### src/rtl/tod_pkg.sv
`timescale 1ns/1ps
package tod_pkg;
  localparam int SEC_W  = 48;
  localparam int SUB_W  = 48;
  localparam int TS96_W = SEC_W + SUB_W;
  localparam int TS64_W = 64;
  localparam longint unsigned NS_PER_SEC = 64'd1000000000;
endpackage

### src/rtl/tod_rate_gen.sv
`timescale 1ns/1ps
module tod_rate_gen #(
  parameter int PER_NS_W     = 4,
  parameter int OFF_NS_W     = 4,
  parameter int DRF_NS_W     = 4,
  parameter int FRAC_W       = 16,
  parameter int CNT_W        = 16,
  parameter int INC_W        = 22,
  parameter int DEF_PER_NS   = 6,
  parameter int DEF_PER_FRAC = 'h6666,
  parameter bit DRIFT_EN     = 1'b1,
  parameter int DEF_DRF_NS   = 0,
  parameter int DEF_DRF_FRAC = 2,
  parameter int DEF_DRF_RATE = 5
) (
  input  logic                clk,
  input  logic                rst,
  input  logic                per_vld_i,
  input  logic [PER_NS_W-1:0] per_ns_i,
  input  logic [FRAC_W-1:0]   per_frac_i,
  input  logic                adj_vld_i,
  input  logic [OFF_NS_W-1:0] adj_ns_i,
  input  logic [FRAC_W-1:0]   adj_frac_i,
  input  logic [CNT_W-1:0]    adj_cnt_i,
  input  logic                drf_vld_i,
  input  logic [DRF_NS_W-1:0] drf_ns_i,
  input  logic [FRAC_W-1:0]   drf_frac_i,
  input  logic [CNT_W-1:0]    drf_rate_i,
  output logic [INC_W-1:0]    inc_o
);
  localparam int PER_W = PER_NS_W + FRAC_W;
  localparam int OFF_W = OFF_NS_W + FRAC_W;
  localparam int DRF_W = DRF_NS_W + FRAC_W;

  logic [PER_W-1:0] per_q;
  logic [OFF_W-1:0] adj_q;
  logic [CNT_W-1:0] adj_left_q;
  logic [INC_W-1:0] drf_term;

  // Per-cycle period register
  always_ff @(posedge clk) begin
    if (rst) per_q <= {PER_NS_W'(DEF_PER_NS), FRAC_W'(DEF_PER_FRAC)};
    else if (per_vld_i) per_q <= {per_ns_i, per_frac_i};
  end

  // Bounded offset correction: counts down one step per edge
  always_ff @(posedge clk) begin
    if (rst) begin
      adj_q      <= '0;
      adj_left_q <= '0;
    end else if (adj_vld_i) begin
      adj_q      <= {adj_ns_i, adj_frac_i};
      adj_left_q <= adj_cnt_i;
    end else if (adj_left_q != '0) begin
      adj_left_q <= adj_left_q - 1'b1;
    end
  end

  generate
    if (DRIFT_EN) begin : g_drift
      logic [DRF_W-1:0] drf_q;
      logic [CNT_W-1:0] rate_q;
      logic [CNT_W-1:0] cnt_q;
      logic             due;

      assign due = (rate_q != '0) && (cnt_q == rate_q - 1'b1);

      always_ff @(posedge clk) begin
        if (rst) begin
          drf_q  <= {DRF_NS_W'(DEF_DRF_NS), FRAC_W'(DEF_DRF_FRAC)};
          rate_q <= CNT_W'(DEF_DRF_RATE);
          cnt_q  <= '0;
        end else if (drf_vld_i) begin
          drf_q  <= {drf_ns_i, drf_frac_i};
          rate_q <= drf_rate_i;
          cnt_q  <= '0;
        end else if (due) begin
          cnt_q  <= '0;
        end else if (rate_q != '0) begin
          cnt_q  <= cnt_q + 1'b1;
        end
      end

      assign drf_term = due ? INC_W'(drf_q) : '0;

      // the cycle counter stays below an active rate
      a_r3_drift_cnt_below_rate: assert property (@(posedge clk) disable iff (rst)
        (rate_q != '0) |-> (cnt_q < rate_q))
        else $error("drift counter out of range");
    end else begin : g_no_drift
      assign drf_term = '0;
    end
  endgenerate

  assign inc_o = INC_W'(per_q)
               + ((adj_left_q != '0) ? INC_W'(adj_q) : INC_W'(0))
               + drf_term;

  // an active correction loses one step per edge unless replaced
  a_r5_adj_countdown: assert property (@(posedge clk) disable iff (rst)
    (adj_left_q != '0 && !adj_vld_i) |=> (adj_left_q == $past(adj_left_q) - 1'b1))
    else $error("offset countdown broken");
endmodule

### src/rtl/tod_sec_ns_acc.sv
`timescale 1ns/1ps
module tod_sec_ns_acc
  import tod_pkg::*;
#(
  parameter int FRAC_W = 16,
  parameter int INC_W  = 22
) (
  input  logic              clk,
  input  logic              rst,
  input  logic              ld_vld_i,
  input  logic [TS96_W-1:0] ld_ts_i,
  input  logic [INC_W-1:0]  inc_i,
  output logic [TS96_W-1:0] ts_o,
  output logic              pps_o
);
  localparam int SUM_W = SUB_W + 1;
  localparam logic [SUM_W-1:0] LIMIT = SUM_W'(NS_PER_SEC) << FRAC_W;

  logic [SEC_W-1:0] sec_q;
  logic [SUB_W-1:0] sub_q;
  logic [SUM_W-1:0] sum;
  logic             wrap;
  logic [SUB_W-1:0] sub_nxt;

  always_comb begin
    sum     = {1'b0, sub_q} + SUM_W'(inc_i);
    wrap    = (sum >= LIMIT);
    sub_nxt = wrap ? SUB_W'(sum - LIMIT) : sum[SUB_W-1:0];
  end

  always_ff @(posedge clk) begin
    if (rst) begin
      sec_q <= '0;
      sub_q <= '0;
      pps_o <= 1'b0;
    end else if (ld_vld_i) begin
      sec_q <= ld_ts_i[TS96_W-1:SUB_W];
      sub_q <= ld_ts_i[SUB_W-1:0];
      pps_o <= 1'b0;
    end else begin
      sec_q <= sec_q + SEC_W'(wrap);
      sub_q <= sub_nxt;
      pps_o <= wrap;
    end
  end

  assign ts_o = {sec_q, sub_q};

  // a rollover pulse lasts a single cycle
  a_r6_pps_single: assert property (@(posedge clk) disable iff (rst)
    pps_o |=> !pps_o)
    else $error("pps held longer than one cycle");

  // seconds only move together with a pulse, absent a load
  a_r6_sec_with_pps: assert property (@(posedge clk) disable iff (rst)
    (!$past(ld_vld_i) && !$past(rst) && sec_q != $past(sec_q)) |-> pps_o)
    else $error("seconds advanced without pps");
endmodule

### src/rtl/tod_flat_acc.sv
`timescale 1ns/1ps
module tod_flat_acc
  import tod_pkg::*;
#(
  parameter int INC_W = 22
) (
  input  logic              clk,
  input  logic              rst,
  input  logic              ld_vld_i,
  input  logic [TS64_W-1:0] ld_ts_i,
  input  logic [INC_W-1:0]  inc_i,
  output logic [TS64_W-1:0] ts_o
);
  always_ff @(posedge clk) begin
    if (rst) ts_o <= '0;
    else if (ld_vld_i) ts_o <= ld_ts_i;
    else ts_o <= ts_o + TS64_W'(inc_i);
  end
endmodule

### src/rtl/tod_clock.sv
`timescale 1ns/1ps
module tod_clock
  import tod_pkg::*;
#(
  parameter int PER_NS_W     = 4,
  parameter int OFF_NS_W     = 4,
  parameter int DRF_NS_W     = 4,
  parameter int FRAC_W       = 16,
  parameter int CNT_W        = 16,
  parameter int DEF_PER_NS   = 6,
  parameter int DEF_PER_FRAC = 'h6666,
  parameter bit DRIFT_EN     = 1'b1,
  parameter int DEF_DRF_NS   = 0,
  parameter int DEF_DRF_FRAC = 2,
  parameter int DEF_DRF_RATE = 5
) (
  input  logic                clk,
  input  logic                rst,
  input  logic                ld96_vld_i,
  input  logic [95:0]         ld96_ts_i,
  input  logic                ld64_vld_i,
  input  logic [63:0]         ld64_ts_i,
  input  logic                per_vld_i,
  input  logic [PER_NS_W-1:0] per_ns_i,
  input  logic [FRAC_W-1:0]   per_frac_i,
  input  logic                adj_vld_i,
  input  logic [OFF_NS_W-1:0] adj_ns_i,
  input  logic [FRAC_W-1:0]   adj_frac_i,
  input  logic [CNT_W-1:0]    adj_cnt_i,
  input  logic                drf_vld_i,
  input  logic [DRF_NS_W-1:0] drf_ns_i,
  input  logic [FRAC_W-1:0]   drf_frac_i,
  input  logic [CNT_W-1:0]    drf_rate_i,
  output logic [95:0]         ts96_o,
  output logic [63:0]         ts64_o,
  output logic                step_o,
  output logic                pps_o
);
  localparam int NS_A  = (PER_NS_W > OFF_NS_W) ? PER_NS_W : OFF_NS_W;
  localparam int NS_M  = (NS_A > DRF_NS_W) ? NS_A : DRF_NS_W;
  localparam int INC_W = NS_M + 2 + FRAC_W;
  localparam logic [63:0] LIMIT64 = NS_PER_SEC << FRAC_W;

  logic [INC_W-1:0] inc;

  tod_rate_gen #(
    .PER_NS_W(PER_NS_W), .OFF_NS_W(OFF_NS_W), .DRF_NS_W(DRF_NS_W),
    .FRAC_W(FRAC_W), .CNT_W(CNT_W), .INC_W(INC_W),
    .DEF_PER_NS(DEF_PER_NS), .DEF_PER_FRAC(DEF_PER_FRAC),
    .DRIFT_EN(DRIFT_EN), .DEF_DRF_NS(DEF_DRF_NS),
    .DEF_DRF_FRAC(DEF_DRF_FRAC), .DEF_DRF_RATE(DEF_DRF_RATE)
  ) u_rate (
    .clk(clk), .rst(rst),
    .per_vld_i(per_vld_i), .per_ns_i(per_ns_i), .per_frac_i(per_frac_i),
    .adj_vld_i(adj_vld_i), .adj_ns_i(adj_ns_i), .adj_frac_i(adj_frac_i),
    .adj_cnt_i(adj_cnt_i),
    .drf_vld_i(drf_vld_i), .drf_ns_i(drf_ns_i), .drf_frac_i(drf_frac_i),
    .drf_rate_i(drf_rate_i),
    .inc_o(inc)
  );

  tod_sec_ns_acc #(.FRAC_W(FRAC_W), .INC_W(INC_W)) u_sec_ns (
    .clk(clk), .rst(rst),
    .ld_vld_i(ld96_vld_i), .ld_ts_i(ld96_ts_i),
    .inc_i(inc), .ts_o(ts96_o), .pps_o(pps_o)
  );

  tod_flat_acc #(.INC_W(INC_W)) u_flat (
    .clk(clk), .rst(rst),
    .ld_vld_i(ld64_vld_i), .ld_ts_i(ld64_ts_i),
    .inc_i(inc), .ts_o(ts64_o)
  );

  always_ff @(posedge clk) begin
    if (rst) step_o <= 1'b0;
    else step_o <= ld96_vld_i | ld64_vld_i;
  end

  // any load is reported on the next cycle
  a_r7_step_after_load: assert property (@(posedge clk) disable iff (rst)
    (ld96_vld_i || ld64_vld_i) |=> step_o)
    else $error("load not flagged");

  // sub-second field stays below one second when no load landed
  a_r6_ns_below_second: assert property (@(posedge clk) disable iff (rst)
    !step_o |-> (64'(ts96_o[47:0]) < LIMIT64))
    else $error("sub-second field out of range");

  // both timestamps advance by the same amount
  a_r8_lockstep: assert property (@(posedge clk) disable iff (rst)
    (!step_o && !$past(rst)) |->
      ((ts64_o - $past(ts64_o)) ==
       (64'(ts96_o[47:0]) - 64'($past(ts96_o[47:0])) + (pps_o ? LIMIT64 : 64'd0))))
    else $error("timestamps out of lockstep");
endmodule

### config.mk
export PLATFORM = sky130hd
export DESIGN_NAME = tod_clock
export DESIGN_NICKNAME = d
export VERILOG_FILES = /design/src/rtl/tod_pkg.sv /design/src/rtl/tod_rate_gen.sv /design/src/rtl/tod_sec_ns_acc.sv /design/src/rtl/tod_flat_acc.sv /design/src/rtl/tod_clock.sv
export SDC_FILE = /design/constraint.sdc
export NUM_CORES = 1
export LEC_CHECK = 0
export BUFFER_PORTS_ARGS = -buffer_cell sky130_fd_sc_hd__buf_2
export CAP_MARGIN = 20
export CORE_MARGIN = 5
export CORE_UTILIZATION = 55
export CTS_CLUSTER_SIZE = 8
export DETAILED_ROUTE_END_ITERATION = 10
export PLACE_DENSITY = 0.82
export SLEW_MARGIN = 20
export SYNTH_ARGS = -nofsm -noshare
export SYNTH_HDL_FRONTEND = slang
export SYNTH_SLANG_ARGS = --single-unit
export TNS_END_PERCENT = 1
### constraint.sdc
create_clock -name clk -period 14.45 [get_ports clk]
set_clock_uncertainty 0.05 [all_clocks]
set_input_delay 2.89 -clock clk [delete_from_list [all_inputs] [get_ports clk]]
set_output_delay 2.89 -clock clk [all_outputs]
set_load 0.1 [all_outputs]
==> Yosys cells after proc, flatten, opt, wreduce, memory -nomap -nowiden <==
Index checks and enable logic that the tools add are counted.
W data, S select, Z words.
{ "totals": {"reg_bits": 270, "input_bits": 259, "output_inout_bits": 162, "elab_cells": 37} }
{ "classes": {"add_sub_neg": 9, "order_cmp": 1, "eq_ne": 1, "mux": 8, "bitwise_logic": 1, "n_reduce_logical": 6} }
{ "ops": {"columns": ["cell", "n"], "rows": [
  ["$mux W48", 3],
  ["$add A64 B22 Y64", 1],
  ["$mux W64", 1],
  ["$add A48 B22 Y49", 1],
  ["$ge A49 B46 Y1 const B", 1],
  ["$add A48 B1 Y48", 1],
  ["$sub A48 B46 Y48 const B", 1],
  ["$mux W20", 2],
  ["$mux W16", 2],
  ["$reduce_bool A16 Y1", 2],
  ["$sub A16 B1 Y16 const B", 2],
  ["$add A20 B22 Y22", 1],
  ["$add A22 B22 Y22", 1],
  ["$add A16 B1 Y16 const B", 1],
  ["$eq A16 B16 Y1", 1],
  ["$reduce_or A3 Y1", 1],
  ["$reduce_bool A2 Y1", 1],
  ["$reduce_or A2 Y1", 1],
  ["$logic_and A1 B1 Y1", 1],
  ["$or A1 B1 Y1", 1]
]} }

==> Logic depth before layout (Yosys ltp) <==
Gate-level depths: netlist of the first run.
{ "logic_depth": {"ltp_word": 9, "depth_mapped": 56, "mapped_depth_nobuf": 54} }

==> Cells and area by module <==
A second synthesis of the first run with hierarchy kept.
{ "hier_totals": {"cells_unflattened": 2202, "hier_area_um2": 17780.8} }
{ "modules_own_cells": {"columns": ["module", "instances", "cells_each", "area_each_um2", "seq_area_each_um2"], "rows": [
  ["tod_sec_ns_acc", 1, 939, 6981.7, 1941.9],
  ["tod_rate_gen", 1, 699, 6302.3, 2162.1],
  ["tod_flat_acc", 1, 562, 4466.8, 1281.2],
  ["tod_clock", 1, 2, 30.0, 20.0]
]} }

==> Least setup slack after synthesis of the first run <==
No wires, ideal clock.
{ "synth_path": {"path_kind": "register to register", "start": "register u_rate.g_drift.rate_q[6]", "end": "register u_sec_ns.sec_q[45]", "setup_time_ns": 0.091, "arrival_ns": 11.315, "required_time_ns": 14.309, "path_slack_ns": 2.994, "stages_incl_launch_ff": 50, "path_buffers": 3, "synth_period_minus_slack_ns": 11.456, "path_cell_list": "dfxtp_1 clkbuf_1 or4_1 nor2_1 nand3b_1 xnor2_1 nand4_1 or4_1 a2111oi_1 clkbuf_1 and2_1 fa_1 ha_1 inv_1 fa_1 nor2b_1 o21ai_0 a21boi_0 (+14 left out) xnor2_1 inv_1 ha_1 or3_1 a31oi_1 o21ai_1 a21oi_2 nor2b_4 inv_1 buf_2 ha_1 nand4_1 nor3_1 nand3_1 nor4_1 nand3_1 or3_1 a311oi_1"} }
{ "synth_between": {"elab_chain_len": 9, "elab_cells_between_ends": 10, "cone_classes": "add/sub: 4; order compare: 1; eq/ne: 1; mux: 2; reduce/logical: 2"} }
{ "synth_lines": {"columns": ["element", "line_no", "rtl"], "rows": [
  ["start, declared", "tod_rate_gen.sv:62", "logic [CNT_W-1:0] rate_q;"],
  ["start signal, assigned", "tod_rate_gen.sv:71", "rate_q <= CNT_W'(DEF_DRF_RATE);"],
  ["start signal, assigned", "tod_rate_gen.sv:75", "rate_q <= drf_rate_i;"],
  ["$sub A16 B1 Y16", "tod_rate_gen.sv:66", "assign due = (rate_q != '0) && (cnt_q == rate_q - 1'b1);"],
  ["$eq A16 B16 Y1", "tod_rate_gen.sv:66", null],
  ["$logic_and A1 B1 Y1 *", "tod_rate_gen.sv:66", null],
  ["$mux W20 *", "tod_rate_gen.sv:84", "assign drf_term = due ? INC_W'(drf_q) : '0;"],
  ["$add A22 B22 Y22 *", "tod_rate_gen.sv:97", "+ drf_term;"],
  ["$add A48 B22 Y49 *", "tod_sec_ns_acc.sv:26", "sum = {1'b0, sub_q} + SUM_W'(inc_i);"],
  ["$ge A49 B46 Y1 *", "tod_sec_ns_acc.sv:27", "wrap = (sum >= LIMIT);"],
  ["net u_sec_ns.wrap", "tod_sec_ns_acc.sv:22", "logic wrap;"],
  ["$add A48 B1 Y48 *", "tod_sec_ns_acc.sv:41", "sec_q <= sec_q + SEC_W'(wrap);"],
  ["$mux W48 *", "tod_sec_ns_acc.sv:36", "end else if (ld_vld_i) begin"],
  ["end signal, assigned", "tod_sec_ns_acc.sv:37", "sec_q <= ld_ts_i[TS96_W-1:SUB_W];"],
  ["end signal, assigned", "tod_sec_ns_acc.sv:41", null],
  ["end, declared", "tod_sec_ns_acc.sv:19", "logic [SEC_W-1:0] sec_q;"]
]} }
The timed path passes the listed nets; every way through them passes the cells marked *.
A chain may end at the register's enable or synchronous reset.

==> Final worst setup path of the first run <==
{ "layout_path": {"start": "register u_rate.g_drift.rate_q[2]", "end": "register u_sec_ns.sec_q[44]"} }
{ "layout_between": {"elab_chain_len": 9, "elab_cells_between_ends": 10, "cone_classes": "add/sub: 4; order compare: 1; eq/ne: 1; mux: 2; reduce/logical: 2"} }
{ "layout_lines": {"columns": ["element", "line_no"], "rows": [
  ["$sub A16 B1 Y16", "tod_rate_gen.sv:66"],
  ["$eq A16 B16 Y1", "tod_rate_gen.sv:66"],
  ["$logic_and A1 B1 Y1 *", "tod_rate_gen.sv:66"],
  ["$mux W20 *", "tod_rate_gen.sv:84"],
  ["$add A22 B22 Y22 *", "tod_rate_gen.sv:97"],
  ["$add A48 B22 Y49 *", "tod_sec_ns_acc.sv:26"],
  ["$ge A49 B46 Y1 *", "tod_sec_ns_acc.sv:27"],
  ["$add A48 B1 Y48 *", "tod_sec_ns_acc.sv:41"],
  ["$mux W48 *", "tod_sec_ns_acc.sv:36"]
]} }
Mark *: on every way between the ends. The rest lies on a longest branch, timed or not.

==> results of run 1 <==
==> where the power goes <==
group / switching [W] / leakage, nW / internal [W]
Sequential: 0.0000703 / 2.23 / 0.000810
Combinational: 0.000765 / 6.67 / 0.000312
Clock: 0.000324 / 0.512 / 0.000499
Total: 0.00116 / 9.42 / 0.00162
==> final cells by class <==
cell class / instances / area [um^2] / area share [%]
multi-input cells: 1708 / 11100 / 53.6
flip-flops and latches: 270 / 5410 / 26.2
repair buffers: 433 / 2210 / 10.7
clock buffers: 42 / 1040 / 5.04
well taps: 396 / 495 / 2.40
inverters: 111 / 417 / 2.02
diodes: 4 / 10.0 / 0.0485
==> placed cells by master (no fill, tap or decap), drive strengths merged, types with 19 or more instances in the layout <==
cell type  instances
a21o              22
ha                70
o21ai             58
nand3             67
clkbuf            42
o211ai            36
or3               19
a31oi             19
nand2            229
nor2             340
fa                23
dfxtp            270
buf              433
inv              110
nand4             37
xor2              84
xnor2            114
mux2i            100
and3              28
a211oi            41
nor3              42
a21oi            155
==> flip-flops by register name, summed over array words and instances (netlist names), 16 cells and up <==
signal and flops:
u_sec_ns.sub_q 48, u_flat.ts_o 64, u_rate.g_drift.drf_q 20, u_sec_ns.sec_q 48, u_rate.per_q 20, u_rate.adj_q 20, u_rate.g_drift.rate_q 16, u_rate.g_drift.cnt_q 16
u_rate.adj_left_q 16
==> cell families (layout without fill, tap and decap cells) <==
| group | count (synthesis) | in the layout | share of synthesized area (%) |
|---|---|---|---|
| XOR/XNOR | 198 | 198 | 10.0 |
| AO/OA/AOI/OAI | 457 | 457 | 17.5 |
| flip-flops | 270 | 270 | 31.3 |
| multiplexers | 104 | 104 | 6.08 |
| other | 0 | 4 | 0 |
| adder cells (fa/ha/maj) | 93 | 93 | 7.74 |
| buffers and inverters | 212 | 586 | 4.73 |
| AND/OR/NAND/NOR | 856 | 856 | 22.6 |
==> through the flow <==
stage / setup slack, ps / utilization, %
finish: 1330 / 67.1
detailed placement: 1310 / 63.7
global placement: 1870 / 63.7
floorplan: 2990 / -
CTS: 1150 / 67.0
global route: 195 / 67.1
==> routing by layer <==
metal	vias to the layer above	share of wire [%]	track usage, %
met4	16	5.7	16.4
li1	8383	-	-
met2	773	47	52.5
met3	203	8.3	7.86
met5	-	0.17	0
met1	8245	39	37.6
==> worst max path at each step <==
stage | start | end | slack [ps] | depth (start not counted)
5_1_grt | u_rate.g_drift.rate_q[2]$_SDFFE_PP1P_ | u_sec_ns.sec_q[44]$_SDFF_PP0_ | 200 | 50
3_5_place_dp | u_rate.g_drift.rate_q[2]$_SDFFE_PP1P_ | u_sec_ns.sec_q[44]$_SDFF_PP0_ | 1310 | 50
3_3_place_gp | u_rate.g_drift.rate_q[2]$_SDFFE_PP1P_ | u_sec_ns.sec_q[42]$_SDFF_PP0_ | 1870 | 53
6_report | u_rate.g_drift.rate_q[2]$_SDFFE_PP1P_ | u_sec_ns.sec_q[44]$_SDFF_PP0_ | 1330 | 52
4_1_cts | u_rate.g_drift.rate_q[2]$_SDFFE_PP1P_ | u_sec_ns.sec_q[44]$_SDFF_PP0_ | 1150 | 52
2_1_floorplan | u_rate.g_drift.rate_q[6]$_SDFFE_PP0P_ | u_sec_ns.sec_q[45]$_SDFF_PP0_ | 2990 | 49
==> worst register-to-register path: cells and delay by family (launching register included) <==
family	cells	cell delay (ps)
AO/OA/AOI/OAI	17	4170
flip-flops	1	360
AND/OR/NAND/NOR	19	4730
XOR/XNOR	4	760
buffers and inverters	4	890
adder cells (fa/ha/maj)	7	1960
multiplexers	1	100
==> flow_summary.toml, run 1 <==
[status]
outcome = "completed"

[pwr]
ir_drop_mv = 0.116
power_w = 0.00278
power_density_nw_per_um2 = 135
p_leak_nw = 9.42

[placement]
place_hpwl_um = 44900
post-place-cells = 2918
gp_congestion = 1.01
place_area_um2 = 19600
io_buffers = 420

[layout]
drive_above_1_share_pct = 19.8
nFillCells = 2663
fin_nets = 2915
design_area_um2 = 20600
fin_cells = 2964
syn_to_final_growth_pct = 19.6

[critical_path]
slowest_stage = "or4_1"
cp_max_fo = 32
cp.required_ps = 14860
worst_setup_path_start_kind = "flip-flop"
rrSetupSlack_ps = 1330
worstSetupPathType = "flip-flop to flip-flop"
cp_num_buf_inv = 4
rr_startpoint = "u_rate.g_drift.rate_q[2]$_SDFFE_PP1P_"
r2r-end = "u_sec_ns.sec_q[44]$_SDFF_PP0_"
max_stage_delay_ps = 550
critPathTopFamily = "simple AND/OR/NAND/NOR gates"
critPathArrivalTime_ps = 13520
end_kind = "flip-flop"
rr_worst_depth = 52
cp_common_cell = "ha_1"

[floorplan]
die_h_um = 187
die_area_um2 = 35000
core_um2 = 30700
die_w_um = 187
num_rows = 64
initial_core_util_pct = 56.1
num_io_pins = 421

[global_route]
grt_pass1_vias = 17340
grt.total_usage_pct = 31.5
antenna_found_initial = 9
grt_max_degree = 88
grt_pass1_wl_um = 91700
grt_overflow_total = 0

[drt]
drc = 0
wl_per_cell_um = 19.8
vias = 17620
first_pass_iters = 7
ant_nets = 0
drt_iter0_markers = 1266
via_per_inst = 5.94
wirelength_um = 58700

[yosys]
ys_warn_count = 0
synthTopCellsByArea = "dfxtp_1 (31%), nor2_1 (7.4%), mux2i_1 (5.8%)"
syn_area_um2 = 17300
ys_ff_latch = 270
synth-edff-count = 0
synth.most_common_cell = "nor2_1"
synthTopCellsByCount = "nor2_1 (340), dfxtp_1 (270), nand2_1 (229)"
seq_area_frac_synth_pct = 31.3
synthesis.nets = 2542
synth.distinct_cells = 85
async_flop_share_pct = 0
synth_ff_type = "dfxtp_1"
syn_area_per_cell_um2 = 7.88
synth_largest_area_cell = "dfxtp_1"
yosysTopAreaCellShare_pct = 31.3
synth_cells = 2190

[timing]
maxSlewHeadroom_pct = 28.7
setup_viol = 0
rsz0062_at_grt = "false"
max_freq_mhz = 76.2
worstMarginPinSlew_ps = 1070
final.setup.tns_ps = 0
period_share_pct = 90.8
worst_hold_slack_ps = 438
drv_slew = 0
finalHoldViolations = 0
period_needed_ps = 13120

[job]
cap_violations = 0

[cts]
root_buffer = "clkbuf_16"
cts_sinks = 270
clockBufferDepth = 3
cts.repair.resized = 0
cts_made_buffers = 39
clk_pin_slew_ps = 50
post-cts-setup-buffers = 0
insertion_delay_ps = 520
htree_levels = 2
hold_buffers = 0
cts_tree = "yes"

[worst_hold_path]
holdPathEnd = "u_rate.g_drift.drf_q[1]$_SDFFE_PP1P_"
worstHoldPathType = "flip-flop to flip-flop"
min_path_cells = 2
hp-start = "u_rate.g_drift.drf_q[1]$_SDFFE_PP1P_"
Note: power is estimated with default switching activity, not from simulation.
==> run 2: changes to the inputs <==
--- a/config.mk
+++ b/config.mk
@@ -6,12 +6,11 @@
 export NUM_CORES = 1
 export LEC_CHECK = 0
 export BUFFER_PORTS_ARGS = -buffer_cell sky130_fd_sc_hd__buf_2
-export CAP_MARGIN = 20
 export CORE_MARGIN = 5
-export CORE_UTILIZATION = 55
+export CORE_UTILIZATION = 59
 export CTS_CLUSTER_SIZE = 8
 export DETAILED_ROUTE_END_ITERATION = 10
-export PLACE_DENSITY = 0.82
+export PLACE_DENSITY = 0.87
 export SLEW_MARGIN = 20
 export SYNTH_ARGS = -nofsm -noshare
 export SYNTH_HDL_FRONTEND = slang
==> constraint.sdc (replaced) <==
create_clock -name clk -period 15.3 [get_ports clk]
set_clock_uncertainty 0.05 [all_clocks]
set_input_delay 3.06 -clock clk [delete_from_list [all_inputs] [get_ports clk]]
set_output_delay 3.06 -clock clk [all_outputs]
set_load 0.1 [all_outputs]
==> run 2 against run 1 <==
  * Hold slack got worse by 13 ps
  * Clock power fell by 3.5%
  * Global-route usage up 2.4 points
  * Sequential share of layout area is essentially flat
  * Non-clock buffer count down 2
  * Total power decreased by 4.9%
  * Sequential power is 5.8% lower
  * Utilization increased by 4.6 points
  * Via count is the same
  * Routed wire length down 0.46%
  * Largest cell class unchanged
==> flow_summary.toml, run 2 (same netlist as run 1, synthesis figures left out) <==
[worst_hold_path]
worstHoldPathType = "flip-flop to flip-flop"

[drt]
wl_per_cell_um = 19.8
ant_nets = 0
first_pass_iters = 5
drt_iter0_markers = 1557
vias = 17620
via_per_inst = 5.97
drc = 0
wirelength_um = 58400

[timing]
rsz0062_at_grt = "false"
max_freq_mhz = 73.2
drv_slew = 0
worstMarginPinSlew_ps = 1060
period_share_pct = 89.3
finalHoldViolations = 0
worst_slack_ps = 1640
maxSlewHeadroom_pct = 29.4
setup_viol = 0
final.setup.tns_ps = 0
period_needed_ps = 13660

[critical_path]
cp_max_fo = 32
rrSetupSlack_ps = 1640
worst_setup_path_start_kind = "flip-flop"
cp.required_ps = 15660
cp_common_cell = "a21oi_1"
max_stage_delay_ps = 760
slowest_stage = "nor4_1"
end_kind = "flip-flop"
critPathArrivalTime_ps = 14020
worstSetupPathType = "flip-flop to flip-flop"

[status]
outcome = "completed"

[layout]
regMostFlops = "u_flat.ts_o"
final_util_pct = 71.7
fin_nets = 2914
fin_cells = 2953
largest_reg_flops = 64
reg_top3 = "u_flat.ts_o (64), u_sec_ns.sec_q (48), u_sec_ns.sub_q (48)"
syn_to_final_growth_pct = 19.6
final_common_cell = "buf_2"
design_area_um2 = 20600
final_cell_mix = "buf_2 (418), nor2_1 (340), dfxtp_1 (270), nand2_1 (229), a21oi_1 (154)"
drive_above_1_share_pct = 19.8

[placement]
gp_congestion = 1.00
io_buffers = 420
pre_cts_ws_ps = 1960
place_area_um2 = 19500
post-place-cells = 2904
place_hpwl_um = 44400

[cts]
root_buffer = "clkbuf_16"
post-cts-setup-buffers = 0
cts_tree = "yes"
insertion_delay_ps = 520
htree_levels = 2
hold_buffers = 0
clockBufferDepth = 3
cts_sinks = 270
cts_made_buffers = 40
cts.repair.resized = 0
clk_pin_slew_ps = 50

[floorplan]
num_io_pins = 421
num_rows = 62
initial_core_util_pct = 60.0
die_h_um = 181
die_area_um2 = 32800
die_w_um = 181
core_um2 = 28800

[global_route]
grt_max_degree = 97
grt_pass1_vias = 17402
grt_pass1_wl_um = 91600
grt_overflow_total = 0
antenna_found_initial = 13
grt.total_usage_pct = 33.9

[pwr]
p_leak_nw = 9.43
power_density_nw_per_um2 = 128
ir_drop_mv = 0.111

[job]
cap_violations = 0
[run 2: worst max-delay path, delay by kind of cell, from the launching register on]
kind	cells	cell delay [ps]
compound gates	19	4610
xor+xnor	3	660
fa+ha+maj	5	1780
buf+inv	4	870
flops	1	340
simple gates	15	5200
[run 2: path summary, 6_finish.rpt]
path                                    startpoint                                    to  cells after the start
min           u_rate.g_drift.drf_q[1]$_SDFFE_PP1P_  u_rate.g_drift.drf_q[1]$_SDFFE_PP1P_                      2
min reg2reg   u_rate.g_drift.drf_q[1]$_SDFFE_PP1P_  u_rate.g_drift.drf_q[1]$_SDFFE_PP1P_                      2
max          u_rate.g_drift.rate_q[2]$_SDFFE_PP1P_         u_sec_ns.sec_q[45]$_SDFF_PP0_                     46
max reg2reg  u_rate.g_drift.rate_q[2]$_SDFFE_PP1P_         u_sec_ns.sec_q[45]$_SDFF_PP0_                     46
[run 2: cell type report]
cell class / instances / area [um^2]
multi-input cells: 1708 / 11100
fillers: 2286 / 8150
flip-flops and latches: 270 / 5410
repair buffers: 431 / 2190
clock buffers: 43 / 1040
well taps: 384 / 480
inverters: 111 / 417
clock inverters: 2 / 35.0
diodes: 4 / 10.0
[run 2: per-layer routing]
metal,GRT usage [%],share of wire [%]
met5,0,0.17
met2,57.5,47
met3,7.80,8.3
met4,17.1,5.9
met1,40.2,39
[run 2: stage by stage]
step,total power [W],hold slack [ps]
2_1_floorplan,0.00161,383
3_3_place_gp,0.00183,412
3_5_place_dp,0.00184,411
4_1_cts,0.00264,425
5_1_grt,0.00276,450
6_report,0.00264,425
[run 2: report_power, final]
group          internal (W)  switching [W]
Combinational      0.000295       0.000726
Sequential         0.000765      0.0000638
Clock              0.000491       0.000303
Total               0.00155        0.00109
